File: config.mk
export PLATFORM = sky130hd
export DESIGN_NAME = trap_csr_unit
export DESIGN_NICKNAME = d
export VERILOG_FILES = /design/src/rtl/trap_csr_pkg.sv /design/src/rtl/trap_ctrl.sv /design/src/rtl/csr_file.sv /design/src/rtl/trap_csr_unit.sv
export SDC_FILE = /design/constraint.sdc
export NUM_CORES = 1
export LEC_CHECK = 0
export BUFFER_PORTS_ARGS = -buffer_cell sky130_fd_sc_hd__buf_2
export CAP_MARGIN = 20
export CORE_ASPECT_RATIO = 0.9
export CORE_MARGIN = 1
export CORE_UTILIZATION = 35
export CTS_CLUSTER_SIZE = 12
export DETAILED_ROUTE_END_ITERATION = 8
export PLACE_DENSITY_LB_ADDON = 0.2
export SLEW_MARGIN = 20
export SYNTH_ARGS = -nofsm -noshare
export SYNTH_HDL_FRONTEND = slang
export SYNTH_SLANG_ARGS = --single-unit
File: constraint.sdc
create_clock -name clk -period 2.75 [get_ports clk]
set_input_delay 0.1375 -clock clk [delete_from_list [all_inputs] [get_ports clk]]
set_output_delay 0.1375 -clock clk [all_outputs]
set_load 0.01 [all_outputs]
File: src/rtl/trap_csr_pkg.sv
package trap_csr_pkg;

    localparam int XLEN        = 32;
    localparam int CSR_AW      = 12;
    localparam int ALIGN_BITS  = 2;

    localparam logic [CSR_AW-1:0] NUM_STATUS   = 12'h300;
    localparam logic [CSR_AW-1:0] NUM_VECTOR   = 12'h305;
    localparam logic [CSR_AW-1:0] NUM_RET_ADDR = 12'h341;
    localparam logic [CSR_AW-1:0] NUM_CAUSE    = 12'h342;

    localparam logic [XLEN-1:0] STATUS_RESET = 32'h0000_1800;
    localparam logic [XLEN-1:0] CAUSE_ENV    = 32'd11;

    typedef enum logic [2:0] {
        SEL_NONE,
        SEL_STATUS,
        SEL_VECTOR,
        SEL_RET_ADDR,
        SEL_CAUSE
    } csr_sel_e;

    typedef struct packed {
        logic [XLEN-1:0] status;
        logic [XLEN-1:0] vector;
        logic [XLEN-1:0] ret_addr;
        logic [XLEN-1:0] cause;
    } csr_regs_t;

    typedef struct packed {
        logic            take;
        logic [XLEN-1:0] epc;
        logic [XLEN-1:0] cause;
    } trap_evt_t;

    function automatic csr_sel_e decode_num(input logic [CSR_AW-1:0] num);
        csr_sel_e s;
        case (num)
            NUM_STATUS:   s = SEL_STATUS;
            NUM_VECTOR:   s = SEL_VECTOR;
            NUM_RET_ADDR: s = SEL_RET_ADDR;
            NUM_CAUSE:    s = SEL_CAUSE;
            default:      s = SEL_NONE;
        endcase
        return s;
    endfunction

    function automatic logic [XLEN-1:0] align_addr(input logic [XLEN-1:0] v);
        return {v[XLEN-1:ALIGN_BITS], {ALIGN_BITS{1'b0}}};
    endfunction

endpackage

File: src/rtl/trap_ctrl.sv
module trap_ctrl
    import trap_csr_pkg::*;
(
    input  logic [XLEN-1:0] pc_i,
    input  logic            exc_valid_i,
    input  logic [XLEN-1:0] exc_cause_i,
    input  logic            env_call_i,
    input  logic            trap_ret_i,
    input  csr_regs_t       regs_i,
    output trap_evt_t       evt_o,
    output logic            redirect_o,
    output logic [XLEN-1:0] redirect_pc_o
);

    always_comb begin
        evt_o.take  = exc_valid_i | env_call_i;
        evt_o.epc   = pc_i;
        evt_o.cause = exc_valid_i ? exc_cause_i : CAUSE_ENV;
    end

    always_comb begin
        redirect_o    = evt_o.take | trap_ret_i;
        redirect_pc_o = '0;
        if (evt_o.take) begin
            redirect_pc_o = regs_i.vector;
        end else if (trap_ret_i) begin
            redirect_pc_o = regs_i.ret_addr;
        end
    end

endmodule

File: src/rtl/csr_file.sv
module csr_file
    import trap_csr_pkg::*;
(
    input  logic              clk,
    input  logic              rst,
    input  logic              we_i,
    input  logic [CSR_AW-1:0] num_i,
    input  logic [XLEN-1:0]   wdata_i,
    input  trap_evt_t         evt_i,
    output logic [XLEN-1:0]   rdata_o,
    output csr_regs_t         regs_o
);

    csr_regs_t regs_q;
    csr_regs_t regs_d;
    csr_sel_e  sel;

    assign sel = decode_num(num_i);

    always_comb begin
        regs_d = regs_q;
        if (we_i) begin
            case (sel)
                SEL_STATUS:   regs_d.status   = wdata_i;
                SEL_VECTOR:   regs_d.vector   = wdata_i;
                SEL_RET_ADDR: regs_d.ret_addr = align_addr(wdata_i);
                SEL_CAUSE:    regs_d.cause    = wdata_i;
                default:      ;
            endcase
        end
        if (evt_i.take) begin
            regs_d.ret_addr = align_addr(evt_i.epc);
            regs_d.cause    = evt_i.cause;
        end
    end

    always_ff @(posedge clk) begin
        if (rst) begin
            regs_q.status   <= STATUS_RESET;
            regs_q.vector   <= '0;
            regs_q.ret_addr <= '0;
            regs_q.cause    <= '0;
        end else begin
            regs_q <= regs_d;
        end
    end

    always_comb begin
        case (sel)
            SEL_STATUS:   rdata_o = regs_q.status;
            SEL_VECTOR:   rdata_o = regs_q.vector;
            SEL_RET_ADDR: rdata_o = regs_q.ret_addr;
            SEL_CAUSE:    rdata_o = regs_q.cause;
            default:      rdata_o = '0;
        endcase
    end

    assign regs_o = regs_q;

endmodule

File: src/rtl/trap_csr_unit.sv
module trap_csr_unit
    import trap_csr_pkg::*;
(
    input  logic              clk,
    input  logic              rst,
    input  logic [XLEN-1:0]   pc_i,
    input  logic              exc_valid_i,
    input  logic [XLEN-1:0]   exc_cause_i,
    input  logic              env_call_i,
    input  logic              trap_ret_i,
    input  logic              csr_we_i,
    input  logic [CSR_AW-1:0] csr_addr_i,
    input  logic [XLEN-1:0]   csr_wdata_i,
    output logic [XLEN-1:0]   csr_rdata_o,
    output logic              redirect_o,
    output logic [XLEN-1:0]   redirect_pc_o
);

    csr_regs_t regs;
    trap_evt_t evt;

    trap_ctrl i_ctrl (
        .pc_i          (pc_i),
        .exc_valid_i   (exc_valid_i),
        .exc_cause_i   (exc_cause_i),
        .env_call_i    (env_call_i),
        .trap_ret_i    (trap_ret_i),
        .regs_i        (regs),
        .evt_o         (evt),
        .redirect_o    (redirect_o),
        .redirect_pc_o (redirect_pc_o)
    );

    csr_file i_file (
        .clk     (clk),
        .rst     (rst),
        .we_i    (csr_we_i),
        .num_i   (csr_addr_i),
        .wdata_i (csr_wdata_i),
        .evt_i   (evt),
        .rdata_o (csr_rdata_o),
        .regs_o  (regs)
    );

endmodule

==> impl_metrics.tcl, run 1 <==
set metrics [dict create \
    cp_slowest_cell "and4_2" \
    hp-class "in2reg" \
    cts_buffers 17 \
    pwr_density_cell_nw_per_um2 518.4 \
    grt_pass1_vias 6273 \
    globalplace.congestion 0.7774 \
    numClockSinks 126 \
    netlist_area_um2 6411 \
    antenna_cells 0 \
    die_h_um 130.4 \
    place.detailed.hpwl_um 14060 \
    cp.required_ns 3.11 \
    rows 46 \
    clkPwrFrac 0.466 \
    layout.cells.non_filler 1274 \
    drc 0 \
    cts_root_buf "clkbuf_16" \
    peakVddDrop_uv 406.3 \
    tightest_slew_ns 1.097 \
    crit_path_max_incr_delay_ns 0.81 \
    io_buffers 176 \
    cp_max_fo 29 \
    postCtsSetupRepairBufs 0 \
    clk_path_buf_depth 2 \
    antenna_found_initial 0 \
    arrival_ns 2.44 \
    switching_power_uw 1121 \
    top_layer "met4" \
    met2_length_um 10300 \
    synth.distinct_cells 38 \
    vias 6856 \
    p_sw_frac 0.2423 \
    ys_seq_area_frac 0.3934 \
    design.die.area_um2 18860 \
    async_reset_ff_frac 0 \
    ys_ff_latch 126 \
    hold_viol 0 \
    period_share 0.7565 \
    finalSetupTns_ns 0 \
    min_period_ns 2.080 \
    synth-edff-count 0 \
    crit_type "in2reg" \
    largest_register_ffs 126 \
    grt.total_usage 0.2439 \
    vias_per_cell 5.381 \
    cts.clk_slew.worst_paths_ns 0.06 \
    grt_max_degree 89 \
    syn_nets 915 \
    cts_tree "built" \
    finalWorstSetupSlack_ns 0.6696 \
    routedLengthMet1_um 10580 \
    start_kind "primary input" \
    power_uw 4626 \
    ios 179 \
    routed_wl_um 22790 \
    status "finished, final reports clean" \
    h-tree-depth 4 \
    wire_per_inst_um 17.89 \
    met3_length_um 1673 \
    report.final.slew_viol_count 0 \
    critPathTopFamily "simple AND/OR/NAND/NOR gates" \
    placed_cells 1162 \
    drt_iter0_markers 641 \
    cap_violations 0 \
    cp_num_buf_inv 2 \
    grt-ovfl-total 0 \
    finClkSkew_ns 0 \
    setup_violations 0 \
    yosys_most_used_dff "dfxtp_1" \
    coreArea_um2 17780 \
    start_util 0.3605 \
    path_cells "buf_2 -> nor4b_1 -> and4_2 -> a22oi_1 -> dlygate4sd3_1 -> nand2_1" \
    power_frac_seq 0.417 \
    grt_setup_unrepaired "no" \
    dp_slack_ns 0.7756 \
    syn_inst 801 \
    dr.pass1.iters 5 \
    grt_pass1_wl_um 34510 \
    insertion_delay_ns 0.41 \
    syn_avg_cell_area_um2 8.004 \
    p_leak_uw 0.003804 \
    die_x_um 144.7 \
    hold_slack_ns 0.06352 \
    yosys_warnings 0 \
    p_int_uw 3505 \
    drive_gt1_frac 0.2669 \
    relSlewSlack 0.2685 \
    final_nets 1138 \
    end_kind "flip-flop" \
    fmax_mhz 480.7 \
    drtAntennaViolNets 0 \
    combPwrFrac 0.116 \
    area_delta_synth_final_pct 39.21 \
]
path summary, 6_finish.rpt:
path | from | to | slack (ns) | cells past startpoint
setup / recovery | env_call_i | i_file.regs_o[53]$_SDFFE_PP0P_ | 0.67 | 6
hold / removal | rst | i_file.regs_o[28]$_SDFFE_PP0P_ | 0.06 | 2
hold reg to reg | i_file.regs_o[41]$_SDFFE_PP0P_ | i_file.regs_o[41]$_SDFFE_PP0P_ | 0.45 | 2
setup reg to reg | i_file.regs_o[2]$_SDFFE_PP0P_ | i_file.regs_o[2]$_SDFFE_PP0P_ | 1.95 | 2
cell usage after synthesis (3+ instances only):
cell type | n | area [um2]
a211oi_2 | 28 | 350.3
a21oi_1 | 65 | 325.3
a22oi_1 | 90 | 675.7
and4_1 | 3 | 26.28
buf_1 | 3 | 11.26
buf_2 | 22 | 110.1
buf_4 | 12 | 90.09
buf_6 | 3 | 33.78
clkbuf_1 | 42 | 157.7
dfxtp_1 | 126 | 2522
mux2i_1 | 31 | 310.3
nand2_1 | 186 | 698.2
nand3_1 | 32 | 160.2
nand4_1 | 3 | 18.77
nor2_1 | 35 | 131.4
nor3_1 | 31 | 155.2
nor3b_1 | 29 | 217.7
o21ai_0 | 28 | 140.1
o21ai_1 | 4 | 20.02
or3_1 | 4 | 25.02
power groups by stage:
stage / Sequential (uW) / Clock, uW / Combinational, uW
finish: 1930 / 2160 / 539
global route: 1940 / 2280 / 580
CTS: 1930 / 2190 / 531
detailed placement: 1970 / 0 / 441
global placement: 1970 / 0 / 438
floorplan: 1960 / 0 / 243
layout by cell type, fill, tap and decap left out, drive strengths merged:
| cell | n |
|---|---|
| clkinv | 3 |
| dlygate4sd3 | 83 |
| a221o | 1 |
| a21oi | 65 |
| o221ai | 2 |
| and4bb | 1 |
| or3 | 4 |
| nor4 | 1 |
| and3 | 2 |
| clkbuf | 22 |
| nor3b | 29 |
| dfxtp | 126 |
| nand3 | 32 |
| o21ai | 32 |
| nand2 | 186 |
| and2 | 2 |
| a22oi | 90 |
| a211o | 1 |
| bufinv | 2 |
| a41oi | 1 |
| nor4b | 3 |
| clkinvlp | 2 |
| o22ai | 1 |
| and4 | 3 |
| nand4 | 4 |
| mux2i | 31 |
| nor3 | 31 |
| nor4bb | 2 |
| or2 | 1 |
| nor2 | 36 |
| buf | 203 |
| nand2b | 1 |
| a211oi | 30 |
| inv | 1 |
logic make-up (layout without fill, tap and decap cells):
group                  count (synthesis)  in the layout  synth area share
buffers and inverters                 83            316           0.06343
DFF                                  126            126            0.3934
AOI/OAI and AO/OA                    223            223            0.2480
and+or+nand+nor                      338            338            0.2467
muxes                                 31             31           0.04840
cell type report:
class / count / area, um2
fillers: 1732 / 8860
multi-input cells: 592 / 3552
flip-flops and latches: 126 / 2522
repair buffers: 286 / 1992
clock buffers: 22 / 464.2
well taps: 240 / 300.3
clock inverters: 7 / 90.09
inverters: 1 / 3.754
per-layer routing:
metal,vias to the layer above,GRT usage
li1,3308,-
met1,3230,0.3393
met2,301,0.3840
met3,17,0.04155
met4,0,0.07616
met5,-,0
stage by stage:
| stage | cell area, um2 | utilization |
|---|---|---|
| 4_1_cts | 8925 | 0.5018 |
| 5_1_grt | 8925 | 0.5018 |
| 3_5_place_dp | 7540 | 0.4239 |
| 2_1_floorplan | 6411 | - |
| 3_3_place_gp | 7540 | 0.4239 |
| 6_report | 8925 | 0.5018 |
what timing repair did:
item / 4_1_cts / 5_1_grt
endpoints found under the hold margin: 64 / 0
gates resized for setup: 0 / 0
hold buffers: 83 / 0
Power figures use the tool's default switching activity.
==> run 2: changes to the inputs <==
--- a/config.mk
+++ b/config.mk
@@ -5,6 +5,7 @@
 export SDC_FILE = /design/constraint.sdc
 export NUM_CORES = 1
 export LEC_CHECK = 0
+export ABC_AREA = 1
 export BUFFER_PORTS_ARGS = -buffer_cell sky130_fd_sc_hd__buf_2
 export CAP_MARGIN = 20
 export CORE_ASPECT_RATIO = 0.9
==> constraint.sdc (replaced) <==
create_clock -name clk -period 1.8 [get_ports clk]
set_input_delay 0.09 -clock clk [delete_from_list [all_inputs] [get_ports clk]]
set_output_delay 0.09 -clock clk [all_outputs]
set_load 0.01 [all_outputs]
==> run 2 against run 1 <==
  * Critical path depth increased by 3
  * Die area is 10% higher
  * Hold slack got worse by 0.063 ns
  * Total power is 56% higher
  * Global-route usage decreased by 0.070 points
  * Flip-flop and latch count did not move
  * Synthesized cell count rose by 45%
  * Combinational power is 55% higher
  * Setup slack worse by 0.42 ns
  * First-iteration DRC count fell by 17%
==> impl_metrics.tcl, run 2 <==
set metrics [dict create \
    status "finished, final reports clean" \
    grt-ovfl-total 0 \
    relSlewSlack 0.5357 \
    async_reset_ff_frac 0 \
    yosys_warnings 0 \
    hp-class "in2reg" \
    cap_violations 0 \
    finClkSkew_ns 0 \
    worstRegToRegCells 4 \
    placed_cell_area_um2 8267 \
    multi_input_comb_area_um2 3832 \
    final_nets 1468 \
    drtAntennaViolNets 0 \
    synth-edff-count 0 \
    vias_per_cell 4.868 \
    path_cells "buf_2 -> nor2_1 -> nand2_2 -> nor2_4 -> and2_2 -> buf_4 -> nand2_1 -> nand4_1 -> buf_2" \
    cts_root_buf "clkbuf_16" \
    drc 0 \
    insertion_delay_ns 0.43 \
    finalSetupTns_ns 0 \
    synth_area_leaders "dfxtp_1, nand2_1, nor2_1" \
    grt_setup_unrepaired "no" \
    r2r_start "i_file.regs_o[64]$_SDFFE_PP0P_" \
    die_x_um 151.9 \
    crit_cells 9 \
    final_common_cell "nand2_1" \
    cp_common_cell "buf_2" \
    globalplace.congestion 0.8121 \
    start_kind "primary input" \
    dr.pass1.iters 5 \
    grt_max_degree 67 \
    cts_buffers 17 \
    io_buffers 176 \
    post_cts_resized 0 \
    setup_violations 0 \
    peakVddDrop_uv 609.9 \
    stdcell_area_um2 9238 \
    place.detailed.hpwl_um 16430 \
    grt_pass1_wl_um 39080 \
    grt.total_usage 0.2432 \
    yosys_most_used_dff "dfxtp_1" \
    largest_register_ffs 126 \
    crit_path_max_incr_delay_ns 0.25 \
    ios 179 \
    arrival_ns 1.46 \
    syn_avg_cell_area_um2 6.083 \
    tightest_slew_ns 0.6965 \
    p_leak_uw 0.004799 \
    rows 48 \
    r2r_setup_slack_ns 1.07 \
    cts_tree "built" \
    hp-start "exc_cause_i[27]" \
    fillerInstances 2109 \
    cp_num_buf_inv 3 \
    cts.clk_slew.worst_paths_ns 0.06 \
    synth-simple-area-share 0.4871 \
    ys_ff_latch 126 \
    synth-compound-area-share 0.05306 \
    fmax_mhz 644.6 \
    drive_gt1_frac 0.1896 \
    end_kind "output port" \
    muxShareOfSynthArea 0 \
    syn_inst 1163 \
    synth_commonest_cells "nand2_1, nor2_1, dfxtp_1, nand3_1, inv_1" \
    cp_slowest_cell "buf_4" \
    cp_max_fo 13 \
    coreArea_um2 19460 \
    critPathTopFamily "simple AND/OR/NAND/NOR gates" \
    power_uw 7233 \
    die_h_um 136.9 \
    placed_cells 1546 \
    design.die.area_um2 20790 \
    hold_end "i_file.regs_o[27]$_SDFFE_PP0P_" \
    routed_wl_um 25120 \
    yosysTopAreaCellShare 0.3566 \
    drt_iter0_markers 535 \
    rr_endpoint "i_file.regs_o[64]$_SDFFE_PP0P_" \
    grt_pass1_vias 7077 \
    postCtsSetupRepairBufs 0 \
    cp.required_ns 1.71 \
    synth.distinct_cells 27 \
    start_util 0.3636 \
    numClockSinks 126 \
    synth_adder_area_share 0 \
    area_delta_synth_final_pct 30.58 \
    regArea_um2 2522 \
    netlist_area_um2 7074 \
    min_period_ns 1.551 \
    hold_viol 0 \
    layout_common_cells "nand2_1, nor2_1, buf_2" \
    report.final.slew_viol_count 0 \
    synth_most_common_cell "nand2_1" \
    pwr_density_cell_nw_per_um2 783.0 \
    period_share 0.8618 \
    yosysTopAreaCell "dfxtp_1" \
    ys_seq_area_frac 0.3566 \
    synth_top_family_by_area "simple AND/OR/NAND/NOR gates" \
    syn_nets 1277 \
    wire_per_inst_um 15.54 \
    synth-xor-area-share 0 \
    layout.cells.non_filler 1617 \
    h-tree-depth 4 \
    min_delay_path_depth 5 \
    vias 7871 \
    crit_type "in2out" \
    clk_path_buf_depth 2 \
    antenna_found_initial 1 \
    cts_hold_buffers 39 \
]
-- run 2: power breakdown --
group          switching (uW)  internal [uW]  total (uW)  leakage (uW)
Clock                    1270           2170        3440      0.000283
Combinational             486            350         836       0.00349
Sequential               62.3           2900        2960       0.00103
Total                    1820           5420        7230       0.00480
-- run 2: how the worst max path moves through the flow --
stage | slack, ns | startpoint | endpoint
4_1_cts | 0.26 | csr_addr_i[11] | csr_rdata_o[27]
3_3_place_gp | 0.25 | csr_addr_i[5] | i_file.regs_o[107]$_SDFFE_PP1P_
2_1_floorplan | 0.68 | csr_addr_i[11] | csr_rdata_o[0]
6_report | 0.25 | csr_addr_i[11] | csr_rdata_o[16]
3_5_place_dp | 0.20 | csr_addr_i[5] | i_file.regs_o[121]$_SDFFE_PP0P_
5_1_grt | 0.17 | csr_addr_i[5] | csr_rdata_o[15]
-- run 2: worst register-to-register path, cell delays in order (launching register included) --
cell and delay [ns]:
dfxtp_1 0.34, inv_1 0.06, nand2_1 0.06, nand2_1 0.05, a21oi_1 0.14
-- run 2: logic make-up after synthesis --
logic type | Yosys count
simple gates | 799
buf+inv | 165
flops | 126
compound gates | 73
-- run 2: area by class of cell --
cell class	instances	area share
multi-input cells	872	0.4149
flip-flops and latches	126	0.2731
repair buffers	254	0.1815
clock buffers	25	0.05364
inverters	83	0.03386
well taps	250	0.03386
clock inverters	6	0.008939
diodes	1	0.0002709
-- run 2: layer usage --
| metal | global-route usage | part of all wire | wire (um) |
|---|---|---|---|
| met5 | 0 | 0 | 0 |
| met4 | 0.06611 | 0.011 | 271 |
| met3 | 0.04053 | 0.057 | 1441 |
| met2 | 0.3919 | 0.45 | 11300 |
| met1 | 0.3354 | 0.48 | 12110 |
-- run 2: stage by stage --
stage                       util  hold slack (ns)  setup WS (ns)
final                     0.4747        0.0003480         0.2488
after global routing      0.4746          0.03845         0.1688
after CTS                 0.4746        0.0001066         0.2605
after detailed placement  0.4248           0.3491         0.2001
after global placement    0.4248           0.3321         0.2465
after floorplan                -           0.2249         0.6782
==> run 3: changes to the inputs <==
--- a/config.mk
+++ b/config.mk
@@ -17,4 +17,5 @@
 export SLEW_MARGIN = 20
 export SYNTH_ARGS = -nofsm -noshare
 export SYNTH_HDL_FRONTEND = slang
+export SYNTH_HIERARCHICAL = 1
 export SYNTH_SLANG_ARGS = --single-unit
==> run 3 against run 2 <==
  * Sequential share of layout area decreased by 1.4 points
  * Synthesized cell count increased by 16%
  * Count of clock-buffer cells in the layout decreased by 2
  * Cell count increased by 11%
  * Critical path depth unchanged
  * Critical path type unchanged
  * Largest cell class unchanged
  * Largest power group unchanged
  * Highest routed layer unchanged
==> impl_metrics.tcl, run 3 <==
set metrics [dict create \
    h-tree-depth 4 \
    tightest_slew_ns 0.5387 \
    hold_viol 0 \
    drive_gt1_frac 0.1781 \
    die_x_um 159.6 \
    dr.pass1.iters 5 \
    setup_violations 0 \
    period_share 0.8963 \
    start_kind "primary input" \
    netlist_area_um2 7824 \
    grt.total_usage 0.2461 \
    cts_tree "built" \
    design.die.area_um2 22960 \
    pwr_density_cell_nw_per_um2 760.6 \
    numClockSinks 126 \
    drt_iter0_markers 781 \
    final_common_cell "nand2_1" \
    grt_max_degree 63 \
    cts_root_buf "clkbuf_16" \
    grt_pass1_wl_um 43630 \
    multi_input_comb_area_um2 4109 \
    fmax_mhz 619.8 \
    grt-ovfl-total 0 \
    insertion_delay_ns 0.42 \
    drc 0 \
    drtAntennaViolNets 0 \
    placed_cell_area_um2 8826 \
    layout_common_cells "nand2_1, nand3_1, buf_2" \
    min_period_ns 1.613 \
    rows 51 \
    relSlewSlack 0.6409 \
    start_util 0.3596 \
    largest_register_ffs 126 \
    finalSetupTns_ns 0 \
    globalplace.congestion 0.8308 \
    hp-class "in2reg" \
    syn_inst 1349 \
    wire_per_inst_um 15.63 \
    vias 8787 \
    syn_avg_cell_area_um2 5.800 \
    routed_wl_um 27990 \
    cp_max_fo 11 \
    coreArea_um2 21760 \
    ios 179 \
    grt_pass1_vias 7964 \
    r2r_setup_slack_ns 1.10 \
    place.detailed.hpwl_um 18130 \
    postCtsSetupRepairBufs 0 \
    finClkSkew_ns 0 \
    cap_violations 0 \
    p_leak_uw 0.005428 \
    vias_per_cell 4.906 \
    io_buffers 176 \
    arrival_ns 1.52 \
    fin_util 0.4483 \
    hold_end "i_file/regs_o[62]$_SDFFE_PP0P_" \
    r2r_start "i_file/regs_o[37]$_SDFFE_PP0P_" \
    cts_buffers 17 \
    clk_path_buf_depth 2 \
    yosys_warnings 6 \
    regArea_um2 2522 \
    fillerInstances 2372 \
    peakVddDrop_uv 524.9 \
    status "finished, final reports clean" \
    placed_cells 1729 \
    end_kind "output port" \
    hp-start "pc_i[30]" \
    stdcell_area_um2 9754 \
    die_h_um 143.8 \
    crit_type "in2out" \
    area_delta_synth_final_pct 24.68 \
    min_delay_path_depth 5 \
    cp.required_ns 1.71 \
    antenna_found_initial 0 \
    final_nets 1603 \
    report.final.slew_viol_count 0 \
    grt_setup_unrepaired "no" \
    worstRegToRegCells 2 \
    cts.clk_slew.worst_paths_ns 0.06 \
    power_uw 7419 \
    rr_endpoint "i_file/regs_o[37]$_SDFFE_PP0P_" \
    layout.cells.non_filler 1791 \
]
-- run 3: cell type report --
type | count | share of cell area
clock inverters | 6 | 0.01103
well taps | 291 | 0.03733
diodes | 1 | 0.0002565
inverters | 140 | 0.05400
multi-input cells | 953 | 0.4212
clock buffers | 23 | 0.05105
flip-flops and latches | 126 | 0.2586
repair buffers | 251 | 0.1665
-- run 3: metal layers --
layer	up-vias	part of all wire	track usage
met3	27	0.081	0.04127
met2	375	0.46	0.4052
li1	4439	-	-
met4	0	0.012	0.07287
met5	-	0	0
met1	3946	0.45	0.3295
-- run 3: where the power goes --
group | total [uW] | switching, uW | internal [uW]
combinational | 888 | 548 | 340
clock | 3590 | 1260 | 2330
sequential | 2940 | 57.6 | 2880
total | 7420 | 1860 | 5550
-- run 3: metrics by stage --
step | setup WS [ns] | hold WS, ns
2_1_floorplan | 0.2461 | 0.2249
3_3_place_gp | 0.2062 | 0.3498
3_5_place_dp | 0.1937 | 0.3558
4_1_cts | 0.1933 | 0.02286
5_1_grt | 0.06924 | 0.05327
6_report | 0.1867 | 0.03001
-- run 3: critical path, stage by stage --
cell	delay [ns]
buf_2	0.10
nor2_1	0.19
nand3_1	0.10
nor2_1	0.23
and2_2	0.24
buf_4	0.21
nand2_1	0.07
nand4_1	0.13
buf_2	0.16
-- run 3: worst max-delay path by stage --
| stage | start | end |
|---|---|---|
| after floorplan | exc_valid_i | i_file/regs_o[20]$_SDFFE_PP0P_ |
| after global placement | csr_addr_i[3] | csr_rdata_o[1] |
| after detailed placement | csr_addr_i[11] | csr_rdata_o[1] |
| after CTS | csr_addr_i[11] | csr_rdata_o[1] |
| after global routing | csr_addr_i[2] | csr_rdata_o[0] |
| final | csr_addr_i[3] | csr_rdata_o[14] |
-- run 3: repair_timing --
| item | 4_1_cts | 5_1_grt |
|---|---|---|
| gates resized for setup | 0 | 0 |
| hold buffers | 32 | 0 |
| hold endpoints to repair | 64 | 0 |
